<file path="config.mk">
export PLATFORM = sky130hd
export DESIGN_NAME = store_set_predictor
export DESIGN_NICKNAME = d
export VERILOG_FILES = /design/src/rtl/ssp_pkg.sv /design/src/rtl/ssp_id_table.sv /design/src/rtl/ssp_last_store.sv /design/src/rtl/ssp_merge.sv /design/src/rtl/store_set_predictor.sv
export SDC_FILE = /design/constraint.sdc
export NUM_CORES = 1
export LEC_CHECK = 0
export BUFFER_PORTS_ARGS = -buffer_cell sky130_fd_sc_hd__buf_4
export CORE_AREA = 2 2 151 153
export DETAILED_ROUTE_END_ITERATION = 7
export DIE_AREA = 0 0 153 155
export HOLD_SLACK_MARGIN = 0.02
export PLACE_DENSITY = 0.61
export SYNTH_ARGS = -nofsm -noshare
export SYNTH_HDL_FRONTEND = slang
export SYNTH_HIERARCHICAL = 1
export SYNTH_SLANG_ARGS = --single-unit
</file>
<file path="constraint.sdc">
create_clock -name clk -period 4.1 [get_ports clk]
set_clock_uncertainty 0.1 [all_clocks]
set_input_delay 0.615 -clock clk [delete_from_list [all_inputs] [get_ports clk]]
set_output_delay 0.615 -clock clk [all_outputs]
set_load 0.05 [all_outputs]
</file>
<file path="src/rtl/ssp_pkg.sv">
package ssp_pkg;

    // How a violation report updates the set-ID table
    typedef enum logic [1:0] {
        MRG_NEW      = 2'd0,  // neither side has a set: allocate one
        MRG_TO_STORE = 2'd1,  // load's set copied onto the store
        MRG_TO_LOAD  = 2'd2,  // store's set copied onto the load
        MRG_MIN      = 2'd3   // both have sets: keep the smaller
    } merge_e;

endpackage

</file>
<file path="src/rtl/ssp_id_table.sv">
module ssp_id_table #(
    parameter int IDX_W = 4,
    parameter int SID_W = 3
) (
    input  logic             clk,
    input  logic             rst_n,
    input  logic             clr_i,
    input  logic [IDX_W-1:0] rd0_idx_i,
    output logic             rd0_vld_o,
    output logic [SID_W-1:0] rd0_sid_o,
    input  logic [IDX_W-1:0] rd1_idx_i,
    output logic             rd1_vld_o,
    output logic [SID_W-1:0] rd1_sid_o,
    input  logic [IDX_W-1:0] rd2_idx_i,
    output logic             rd2_vld_o,
    output logic [SID_W-1:0] rd2_sid_o,
    input  logic             wr_a_en_i,
    input  logic [IDX_W-1:0] wr_a_idx_i,
    input  logic             wr_b_en_i,
    input  logic [IDX_W-1:0] wr_b_idx_i,
    input  logic [SID_W-1:0] wr_sid_i
);
    localparam int ENTRIES = 1 << IDX_W;

    typedef struct packed {
        logic [ENTRIES-1:0]            vld;
        logic [ENTRIES-1:0][SID_W-1:0] sid;
    } tbl_t;

    tbl_t tbl_d, tbl_q;

    always_comb begin
        tbl_d = tbl_q;
        if (clr_i) begin
            tbl_d.vld = '0;
        end else begin
            if (wr_a_en_i) begin
                tbl_d.vld[wr_a_idx_i] = 1'b1;
                tbl_d.sid[wr_a_idx_i] = wr_sid_i;
            end
            if (wr_b_en_i) begin
                tbl_d.vld[wr_b_idx_i] = 1'b1;
                tbl_d.sid[wr_b_idx_i] = wr_sid_i;
            end
        end
    end

    always_ff @(posedge clk) begin
        if (!rst_n) tbl_q <= '0;
        else        tbl_q <= tbl_d;
    end

    assign rd0_vld_o = tbl_q.vld[rd0_idx_i];
    assign rd0_sid_o = tbl_q.sid[rd0_idx_i];
    assign rd1_vld_o = tbl_q.vld[rd1_idx_i];
    assign rd1_sid_o = tbl_q.sid[rd1_idx_i];
    assign rd2_vld_o = tbl_q.vld[rd2_idx_i];
    assign rd2_sid_o = tbl_q.sid[rd2_idx_i];

endmodule

</file>
<file path="src/rtl/ssp_last_store.sv">
module ssp_last_store #(
    parameter int SET_IDS = 8,
    parameter int SID_W   = 3,
    parameter int INUM_W  = 6
) (
    input  logic              clk,
    input  logic              rst_n,
    input  logic [SID_W-1:0]  rd_sid_i,
    output logic              rd_vld_o,
    output logic [INUM_W-1:0] rd_inum_o,
    input  logic              wr_en_i,
    input  logic [SID_W-1:0]  wr_sid_i,
    input  logic [INUM_W-1:0] wr_inum_i,
    input  logic              kill_en_i,
    input  logic [SID_W-1:0]  kill_sid_i,
    input  logic              res_en_i,
    input  logic [INUM_W-1:0] res_inum_i
);
    typedef struct packed {
        logic [SET_IDS-1:0]             vld;
        logic [SET_IDS-1:0][INUM_W-1:0] inum;
    } lst_t;

    lst_t lst_d, lst_q;
    logic [SET_IDS-1:0] res_hit;
    logic [SET_IDS-1:0] kill_hit;
    logic [SET_IDS-1:0] wr_hit;

    // per-entry match logic, one comparator set per store set
    for (genvar e = 0; e < SET_IDS; e++) begin : g_entry
        assign res_hit[e]  = res_en_i && lst_q.vld[e] && (lst_q.inum[e] == res_inum_i);
        assign kill_hit[e] = kill_en_i && (kill_sid_i == SID_W'(e));
        assign wr_hit[e]   = wr_en_i && (wr_sid_i == SID_W'(e));
    end

    always_comb begin
        lst_d = lst_q;
        for (int e = 0; e < SET_IDS; e++) begin
            if (res_hit[e] || kill_hit[e]) lst_d.vld[e] = 1'b0;
            // a new store write overrides any invalidation of the same entry
            if (wr_hit[e]) begin
                lst_d.vld[e]  = 1'b1;
                lst_d.inum[e] = wr_inum_i;
            end
        end
    end

    always_ff @(posedge clk) begin
        if (!rst_n) lst_q <= '0;
        else        lst_q <= lst_d;
    end

    assign rd_vld_o  = lst_q.vld[rd_sid_i];
    assign rd_inum_o = lst_q.inum[rd_sid_i];

endmodule

</file>
<file path="src/rtl/ssp_merge.sv">
module ssp_merge
    import ssp_pkg::*;
#(
    parameter int SID_W = 3
) (
    input  logic             viol_i,
    input  logic             ld_vld_i,
    input  logic [SID_W-1:0] ld_sid_i,
    input  logic             st_vld_i,
    input  logic [SID_W-1:0] st_sid_i,
    input  logic [SID_W-1:0] alloc_sid_i,
    output logic             wr_ld_o,
    output logic             wr_st_o,
    output logic [SID_W-1:0] wr_sid_o,
    output logic             take_alloc_o
);
    merge_e mode;

    always_comb begin
        unique case ({ld_vld_i, st_vld_i})
            2'b00:   mode = MRG_NEW;
            2'b10:   mode = MRG_TO_STORE;
            2'b01:   mode = MRG_TO_LOAD;
            default: mode = MRG_MIN;
        endcase
    end

    always_comb begin
        wr_ld_o      = 1'b0;
        wr_st_o      = 1'b0;
        wr_sid_o     = alloc_sid_i;
        take_alloc_o = 1'b0;
        if (viol_i) begin
            unique case (mode)
                MRG_NEW: begin
                    wr_ld_o      = 1'b1;
                    wr_st_o      = 1'b1;
                    take_alloc_o = 1'b1;
                end
                MRG_TO_STORE: begin
                    wr_st_o  = 1'b1;
                    wr_sid_o = ld_sid_i;
                end
                MRG_TO_LOAD: begin
                    wr_ld_o  = 1'b1;
                    wr_sid_o = st_sid_i;
                end
                MRG_MIN: begin
                    wr_ld_o  = 1'b1;
                    wr_st_o  = 1'b1;
                    wr_sid_o = (ld_sid_i < st_sid_i) ? ld_sid_i : st_sid_i;
                end
                default: ;
            endcase
        end
    end

endmodule

</file>
<file path="src/rtl/store_set_predictor.sv">
module store_set_predictor #(
    parameter int PC_W       = 16,
    parameter int ALIGN_BITS = 2,
    parameter int ID_ENTRIES = 16,
    parameter int SET_IDS    = 8,
    parameter int INUM_W     = 6,
    localparam int IDX_W     = $clog2(ID_ENTRIES),
    localparam int SID_W     = $clog2(SET_IDS)
) (
    input  logic              clk,
    input  logic              rst_n,
    input  logic              fetch_valid,
    input  logic              fetch_is_store,
    input  logic [PC_W-1:0]   fetch_pc,
    input  logic [INUM_W-1:0] fetch_inum,
    input  logic              resolve_valid,
    input  logic [INUM_W-1:0] resolve_inum,
    input  logic              viol_valid,
    input  logic [PC_W-1:0]   viol_load_pc,
    input  logic [PC_W-1:0]   viol_store_pc,
    input  logic              clear_sets,
    output logic              pred_set_valid,
    output logic [SID_W-1:0]  pred_set_id,
    output logic              pred_dep_valid,
    output logic [INUM_W-1:0] pred_dep_inum
);
    typedef struct packed {
        logic              set_vld;
        logic [SID_W-1:0]  set_id;
        logic              dep_vld;
        logic [INUM_W-1:0] dep_inum;
        logic [SID_W-1:0]  alloc;
    } st_t;

    st_t st_d, st_q;

    logic [IDX_W-1:0]  f_idx, vl_idx, vs_idx;
    logic              f_vld, vl_vld, vs_vld;
    logic [SID_W-1:0]  f_sid, vl_sid, vs_sid;
    logic              lst_vld;
    logic [INUM_W-1:0] lst_inum;
    logic              viol_eff;
    logic              wr_ld, wr_st, take_alloc;
    logic [SID_W-1:0]  wr_sid;
    logic              st_write;

    assign f_idx  = fetch_pc[ALIGN_BITS +: IDX_W];
    assign vl_idx = viol_load_pc[ALIGN_BITS +: IDX_W];
    assign vs_idx = viol_store_pc[ALIGN_BITS +: IDX_W];

    assign viol_eff = viol_valid && !clear_sets;

    ssp_id_table #(.IDX_W(IDX_W), .SID_W(SID_W)) u_ids (
        .clk        (clk),
        .rst_n      (rst_n),
        .clr_i      (clear_sets),
        .rd0_idx_i  (f_idx),
        .rd0_vld_o  (f_vld),
        .rd0_sid_o  (f_sid),
        .rd1_idx_i  (vl_idx),
        .rd1_vld_o  (vl_vld),
        .rd1_sid_o  (vl_sid),
        .rd2_idx_i  (vs_idx),
        .rd2_vld_o  (vs_vld),
        .rd2_sid_o  (vs_sid),
        .wr_a_en_i  (wr_ld),
        .wr_a_idx_i (vl_idx),
        .wr_b_en_i  (wr_st),
        .wr_b_idx_i (vs_idx),
        .wr_sid_i   (wr_sid)
    );

    ssp_merge #(.SID_W(SID_W)) u_merge (
        .viol_i       (viol_eff),
        .ld_vld_i     (vl_vld),
        .ld_sid_i     (vl_sid),
        .st_vld_i     (vs_vld),
        .st_sid_i     (vs_sid),
        .alloc_sid_i  (st_q.alloc),
        .wr_ld_o      (wr_ld),
        .wr_st_o      (wr_st),
        .wr_sid_o     (wr_sid),
        .take_alloc_o (take_alloc)
    );

    assign st_write = fetch_valid && fetch_is_store && f_vld;

    ssp_last_store #(.SET_IDS(SET_IDS), .SID_W(SID_W), .INUM_W(INUM_W)) u_lst (
        .clk        (clk),
        .rst_n      (rst_n),
        .rd_sid_i   (f_sid),
        .rd_vld_o   (lst_vld),
        .rd_inum_o  (lst_inum),
        .wr_en_i    (st_write),
        .wr_sid_i   (f_sid),
        .wr_inum_i  (fetch_inum),
        .kill_en_i  (take_alloc),
        .kill_sid_i (st_q.alloc),
        .res_en_i   (resolve_valid),
        .res_inum_i (resolve_inum)
    );

    always_comb begin
        st_d          = st_q;
        st_d.set_vld  = fetch_valid && f_vld;
        st_d.set_id   = (fetch_valid && f_vld) ? f_sid : '0;
        st_d.dep_vld  = fetch_valid && f_vld && lst_vld;
        st_d.dep_inum = (fetch_valid && f_vld && lst_vld) ? lst_inum : '0;
        if (take_alloc) begin
            st_d.alloc = (st_q.alloc == SID_W'(SET_IDS - 1)) ? '0 : st_q.alloc + 1'b1;
        end
    end

    always_ff @(posedge clk) begin
        if (!rst_n) st_q <= '0;
        else        st_q <= st_d;
    end

    assign pred_set_valid = st_q.set_vld;
    assign pred_set_id    = st_q.set_id;
    assign pred_dep_valid = st_q.dep_vld;
    assign pred_dep_inum  = st_q.dep_inum;

endmodule

</file>
==> key figures, run 1 <==
Drt
  – Remaining design rule violation count: 0
  – Total length of routed wires: 20,790 um
  – Via-per-instance ratio: 5.500
  – Post-DRT Antenna Nets: 0
  – Met2 WL post-DR: 9450 um
  – Routed wire per std cell: 19.61 um
  – Length of routed wiring on met1: 10,050 um
  – DRT iter0 DRCs: 376
  – Highest routed metal layer: met4
  – Routed vias: 5,830
  – 1st-pass router iterations: 5
  – Met3 wirelength from detailed routing: 984 um

Worst hold path
  – Count of cells along the worst hold path: 2
  – Kind of path behind the tightest hold check: register to register

Layout
  – Final instance count without filler cells: 1,060
  – Final nets: 833
  – Leading cell types in the layout, fill and taps excluded: 134 x sky130_fd_sc_hd__dfxtp_1, 91 x sky130_fd_sc_hd__mux2i_1, 83 x sky130_fd_sc_hd__nand2_1
  – Most common cell after layout, fill and taps aside: sky130_fd_sc_hd__dfxtp_1
  – # fillers: 2,152
  – Number of inserted diodes: 0
  – Proportion of layout cells with a drive suffix above 1: 0.1768
  – Relative area change from synthesis to final layout: 14.11%

Pwr
  – Power density of the placed cells: 330.3 nW/um^2
  – Static Leakage: 3.428 nW
  – Power consumption: 3.048 mW
  – Largest vdd supply drop: 0.2624 mV

Synth
  – Cell types occupying the most area after synthesis: sky130_fd_sc_hd__dfxtp_1 33%, sky130_fd_sc_hd__mux4_1 14%, sky130_fd_sc_hd__mux2i_1 11%
  – Mean area per synthesized cell: 10.91 um^2
  – Number of synthesized flops with an enable pin: 0
  – Share of Yosys cell area claimed by the top area cell type: 0.3317
  – Synthesized cell area: 8088 um^2
  – Cell accounting for the most synthesized area: sky130_fd_sc_hd__dfxtp_1
  – Sequential share of the synthesized area: 0.3317
  – Synthesized netlist cell count: 741
  – Flip-flop cell with the highest count after synthesis: sky130_fd_sc_hd__dfxtp_1
  – Number of nets in the synthesized netlist: 812
  – Count of different cell masters after synthesis: 56
  – #FFs+latches synth: 134
  – Share of flip-flops with an asynchronous set or reset: 0
  – Warnings, synthesis: 6

STA
  – RSZ-0062 raised after global routing: false
  – Worst relative slew slack: 0.3547
  – Pins Over Slew Limit: 0
  – Clock period minus worst slack: 3386 ps
  – Post-route worst hold slack: 380.2 ps
  – Slew at the pin with the worst max-slew slack: 965.9 ps
  – Number of setup violations in the final report: 0
  – Maximum clock rate: 295.3 MHz
  – Hold violation total from the final report: 0
  – Total negative slack for setup checks: 0 ps
  – Period utilisation layout: 0.8259

Clock tree
  – Clock sink total: 134
  – Clock transition at the registers of the reported paths: 60 ps
  – Clock buffer count from CTS: 17
  – Cts-stage hold buffer count: 0
  – CTS tree: built
  – Maximum buffer depth of the clock tree: 2
  – Count of cells resized by post-cts repair: 0
  – Root buf cell: sky130_fd_sc_hd__clkbuf_16
  – Insertion delay of the later-clocked pin in the worst-skew pair: 420 ps
  – # Post-CTS Setup Buffers: 0
  – Maximum level of the CTS H-tree: 4

Setup path
  – Setup slack, reg-to-reg: 990 ps
  – Crit path max fanout: 20
  – CP Launch Type: input pin
  – R2R cell count: 9
  – Worst setup EP type: register
  – Worst endpoint data arrival time: 3640 ps
  – Worst Setup Path Type: input pin to register
  – Req. time, crit path: 4350 ps

GRT
  – Initial antenna violation count: 0
  – Total Routing Usage GR: 0.1762
  – First-pass GRT wire length: 32,390 um
  – Total congestion overflow: 0
  – Via count of the first global-routing pass: 5,559
  – Pin count of the biggest net entering global routing: 68

Place
  – Dpl cells: 1,028
  – RePlAce Congestion: 0.8314
  – Port Buffers: 41
  – Post-detail-place hpwl: 14,210 um

Floorplanning
  – Number of top-level pins: 78
  – DIE HEIGHT: 155 um
  – Full die area: 23,720 um^2
  – Chip width: 153 um
  – Placeable core area: 22,230 um^2
  – Starting density of the core: 0.3639
  – Number of rows created at floorplan: 55

Run status
  – Status: finished clean

Job
  – Number of violations of the max-capacitance limit: 0
## per-layer routing
metal,vias up,global-route usage
met5,-,0
met4,0,0.05732
met3,26,0.03482
met2,161,0.2740
met1,2852,0.2472
li1,2791,-
## power by group
group          switching [mW]  internal [mW]
sequential            0.00555           1.31
clock                   0.606          0.918
combinational           0.124         0.0888
## registers in the layout, indices dropped and copies added, names as in the netlist
name            flops
pred_dep_inum       6
u_lst/lst_q        56
pred_dep_valid      1
pred_set_id         3
st_q                3
u_ids/tbl_q        64
pred_set_valid      1
## area by class of cell
| class | count | area, um^2 | share of cell area |
|---|---|---|---|
| clock buffer | 19 | 442.9 | 0.04799 |
| clock inverter | 13 | 147.6 | 0.01600 |
| inverter | 17 | 63.81 | 0.006914 |
| multi-input combinational | 525 | 4995 | 0.5412 |
| sequential | 134 | 2683 | 0.2907 |
| tap | 285 | 356.6 | 0.03864 |
| timing repair buffer | 67 | 540.5 | 0.05857 |
## stage by stage
step / utilization / cell area (um^2) / setup slack (ps)
global route: 0.4152 / 9229 / 614.9
detailed placement: 0.3886 / 8638 / 372.1
CTS: 0.4152 / 9229 / 800.4
finish: 0.4152 / 9229 / 713.6
global placement: 0.3886 / 8638 / 391.7
floorplan: - / 8088 / 590.3
## cells in the mapped netlist (all sizes together) (6+ instances only)
library cell	n
a21boi	19
a22oi	24
and2	15
buf	34
clkbuf	31
dfxtp	134
inv	17
mux2	7
mux2i	91
mux4	62
nand2	83
nand2b	6
nand4	10
nor2	16
nor2b	54
o21a	6
o22a	12
xnor2	27
xor2	21
## path summary, 6_finish.rpt
check,end,from
max reg2reg,u_ids/tbl_q[6],u_ids/tbl_q[61]
min reg2reg,u_ids/tbl_q[32],u_ids/tbl_q[32]
min,u_ids/tbl_q[32],u_ids/tbl_q[32]
max,u_ids/tbl_q[6],viol_store_pc[2]
## worst max-delay path, cell delays in order
cell                       delay (ps)
sky130_fd_sc_hd__buf_4            300
sky130_fd_sc_hd__mux4_1           600
sky130_fd_sc_hd__a22oi_1          330
sky130_fd_sc_hd__nand2_1          230
sky130_fd_sc_hd__a21boi_0         230
sky130_fd_sc_hd__buf_4            180
sky130_fd_sc_hd__or3b_1           400
sky130_fd_sc_hd__o22ai_1          270
sky130_fd_sc_hd__and2b_2          260
sky130_fd_sc_hd__mux2i_1          190
## cell families after synthesis
kind of cell,synth area share
AND/OR/NAND/NOR,0.1535
flip-flops,0.3317
AO/OA/AOI/OAI,0.08740
multiplexers,0.3154
XOR/XNOR,0.05198
adder cells (fa/ha/maj),0.006188
buffers and inverters,0.05384
Note: power is estimated with default switching activity, not from simulation.
==> run 2: changes to the inputs <==
==> constraint.sdc (replaced) <==
create_clock -name clk -period 3.2 [get_ports clk]
set_clock_uncertainty 0.1 [all_clocks]
set_input_delay 0.48 -clock clk [delete_from_list [all_inputs] [get_ports clk]]
set_output_delay 0.48 -clock clk [all_outputs]
set_load 0.05 [all_outputs]
==> run 2 against run 1 <==
Against the previous run: utilization increased by 1.7 points; routed wire length increased by 1.2%; via count up 3.2%; die area unchanged; non-clock buffer count increased by 50; global-route usage up 0.28 points; critical endpoint is now u_ids/tbl_q[24]; largest cell class unchanged; largest power group unchanged.
==> key figures, run 2 (same netlist as run 1, synthesis figures left out) <==
Setup path
  – Largest stage delay, worst path: 580 ps
  – Req. time, crit path: 3450 ps
  – Most prevalent standard cell on the critical path: sky130_fd_sc_hd__buf_4
  – Critical Path Slowest Stage Cell: sky130_fd_sc_hd__mux4_1
  – Top delay family on crit path: multiplexers
  – Chain of cells forming the critical path: buf_4 -> buf_4 -> mux4_1 -> a22oi_1 -> nand2_1 -> a21boi_0 -> buf_4 -> nand3b_1 -> o22a_1 -> nor2_1 -> mux2i_1
  – CP Launch Type: input pin
  – Crit path max fanout: 12
  – Worst setup EP type: register
  – Total buffers and inverters traversed by the critical path: 3
  – Worst endpoint data arrival time: 3270 ps
  – Worst Setup Path Type: input pin to register

Drt
  – 1st-pass router iterations: 5
  – Routed vias: 6,017
  – Via-per-instance ratio: 5.426
  – Post-DRT Antenna Nets: 0
  – Remaining design rule violation count: 0
  – Routed wire per std cell: 18.97 um
  – DRT iter0 DRCs: 344
  – Total length of routed wires: 21,040 um

Pwr
  – Largest vdd supply drop: 0.3189 mV
  – Portion of total power attributed to combinational logic: 0.077
  – Proportion of total power due to net switching: 0.2436
  – Power density of the placed cells: 406.8 nW/um^2
  – Share of power burned in registers: 0.429
  – Internal power: 2.958 mW
  – Net load switching power: 0.9524 mW
  – Portion of total power attributed to the clock network: 0.494
  – Static Leakage: 3.652 nW

Layout
  – Multi-input gate area in the final layout: 4999 um^2
  – Final instance count without filler cells: 1,109
  – Final nets: 883
  – Final core utilization: 0.4324
  – # fillers: 2,060
  – Relative area change from synthesis to final layout: 18.83%
  – Proportion of layout cells with a drive suffix above 1: 0.2306
  – Register bank with the most flops: u_ids/tbl_q
  – Leading cell types in the layout, fill and taps excluded: 134 x sky130_fd_sc_hd__dfxtp_1, 113 x sky130_fd_sc_hd__buf_4, 91 x sky130_fd_sc_hd__mux2i_1
  – Reg area: 2683 um^2
  – Largest register FFs: 64
  – Most common cell after layout, fill and taps aside: sky130_fd_sc_hd__dfxtp_1
  – Post-route design area: 9610 um^2
  – Number of inserted diodes: 0

STA
  – Pins Over Slew Limit: 0
  – Total negative slack for setup checks: 0 ps
  – RSZ-0062 raised after global routing: false
  – Maximum clock rate: 330.5 MHz
  – Period utilisation layout: 0.9456
  – Worst relative slew slack: 0.4988
  – Slew at the pin with the worst max-slew slack: 751.8 ps
  – Post-route worst hold slack: 268.1 ps
  – Hold violation total from the final report: 0
  – Clock period minus worst slack: 3026 ps
  – Number of setup violations in the final report: 0

Clock tree
  – Insertion delay of the later-clocked pin in the worst-skew pair: 420 ps
  – Maximum level of the CTS H-tree: 4
  – CTS tree: built
  – Root buf cell: sky130_fd_sc_hd__clkbuf_16
  – Cts-stage hold buffer count: 0
  – Clock sink total: 134
  – Clock transition at the registers of the reported paths: 60 ps
  – Maximum buffer depth of the clock tree: 2
  – Clock buffer count from CTS: 17
  – Count of cells resized by post-cts repair: 0
  – # Post-CTS Setup Buffers: 0

Place
  – Dpl cells: 1,078
  – Placed instance area: 9030 um^2
  – Port Buffers: 41
  – Post-detail-place hpwl: 15,530 um
  – RePlAce Congestion: 0.8494

Job
  – Number of violations of the max-capacitance limit: 0

GRT
  – Total Routing Usage GR: 0.1790
  – Initial antenna violation count: 0
  – Via count of the first global-routing pass: 5,987
  – Total congestion overflow: 0
  – First-pass GRT wire length: 33,060 um
  – Pin count of the biggest net entering global routing: 83

Floorplanning
  – Placeable core area: 22,230 um^2
  – Number of top-level pins: 78
  – Starting density of the core: 0.3639
  – Full die area: 23,720 um^2
  – DIE HEIGHT: 155 um
  – Number of rows created at floorplan: 55
  – Chip width: 153 um

Run status
  – Status: finished clean

Worst hold path
  – Kind of path behind the tightest hold check: input pin to register
run 2: worst paths after layout:
path	from	endpoint	cells after the start	slack, ps
worst min-delay path	fetch_inum[1]	u_lst/lst_q[43]	3	270
worst max register to register	u_ids/tbl_q[61]	u_ids/tbl_q[24]	9	220
worst max-delay path	viol_store_pc[2]	u_ids/tbl_q[24]	11	170
worst min register to register	u_ids/tbl_q[59]	u_ids/tbl_q[59]	2	380
run 2: layout make-up:
cell class,count,share of cell area
repair buffers,117,0.09660
well taps,285,0.03710
multi-input cells,525,0.5201
flip-flops and latches,134,0.2791
inverters,17,0.006640
clock buffers,17,0.04427
clock inverters,14,0.01614
run 2: power groups by stage:
stage | Clock (mW) | Combinational, mW | Sequential, mW
floorplan | 0 | 0.187 | 1.71
global placement | 0 | 0.297 | 1.72
detailed placement | 0 | 0.298 | 1.72
CTS | 1.96 | 0.300 | 1.68
global route | 2.03 | 0.318 | 1.68
finish | 1.93 | 0.301 | 1.68
run 2: tightest hold or removal path: cells and delay by family:
kind,cells,cell delay (ps)
AND/OR/NAND/NOR,1,60
AO/OA/AOI/OAI,1,50
buffers and inverters,1,150
run 2: layer usage:
metal	share of wire	vias to the layer above	track usage
li1	-	2877	-
met1	0.47	2944	0.2406
met2	0.46	166	0.2846
met3	0.052	30	0.03928
met4	0.019	0	0.06570
met5	0	-	0
run 2: through the flow:
stage | worst slack, ps | power [mW]
2_1_floorplan | 4.986 | 1.900
3_3_place_gp | -158.6 | 2.012
3_5_place_dp | -161.1 | 2.014
4_1_cts | 277.2 | 3.942
5_1_grt | 54.89 | 4.026
6_report | 174.1 | 3.910
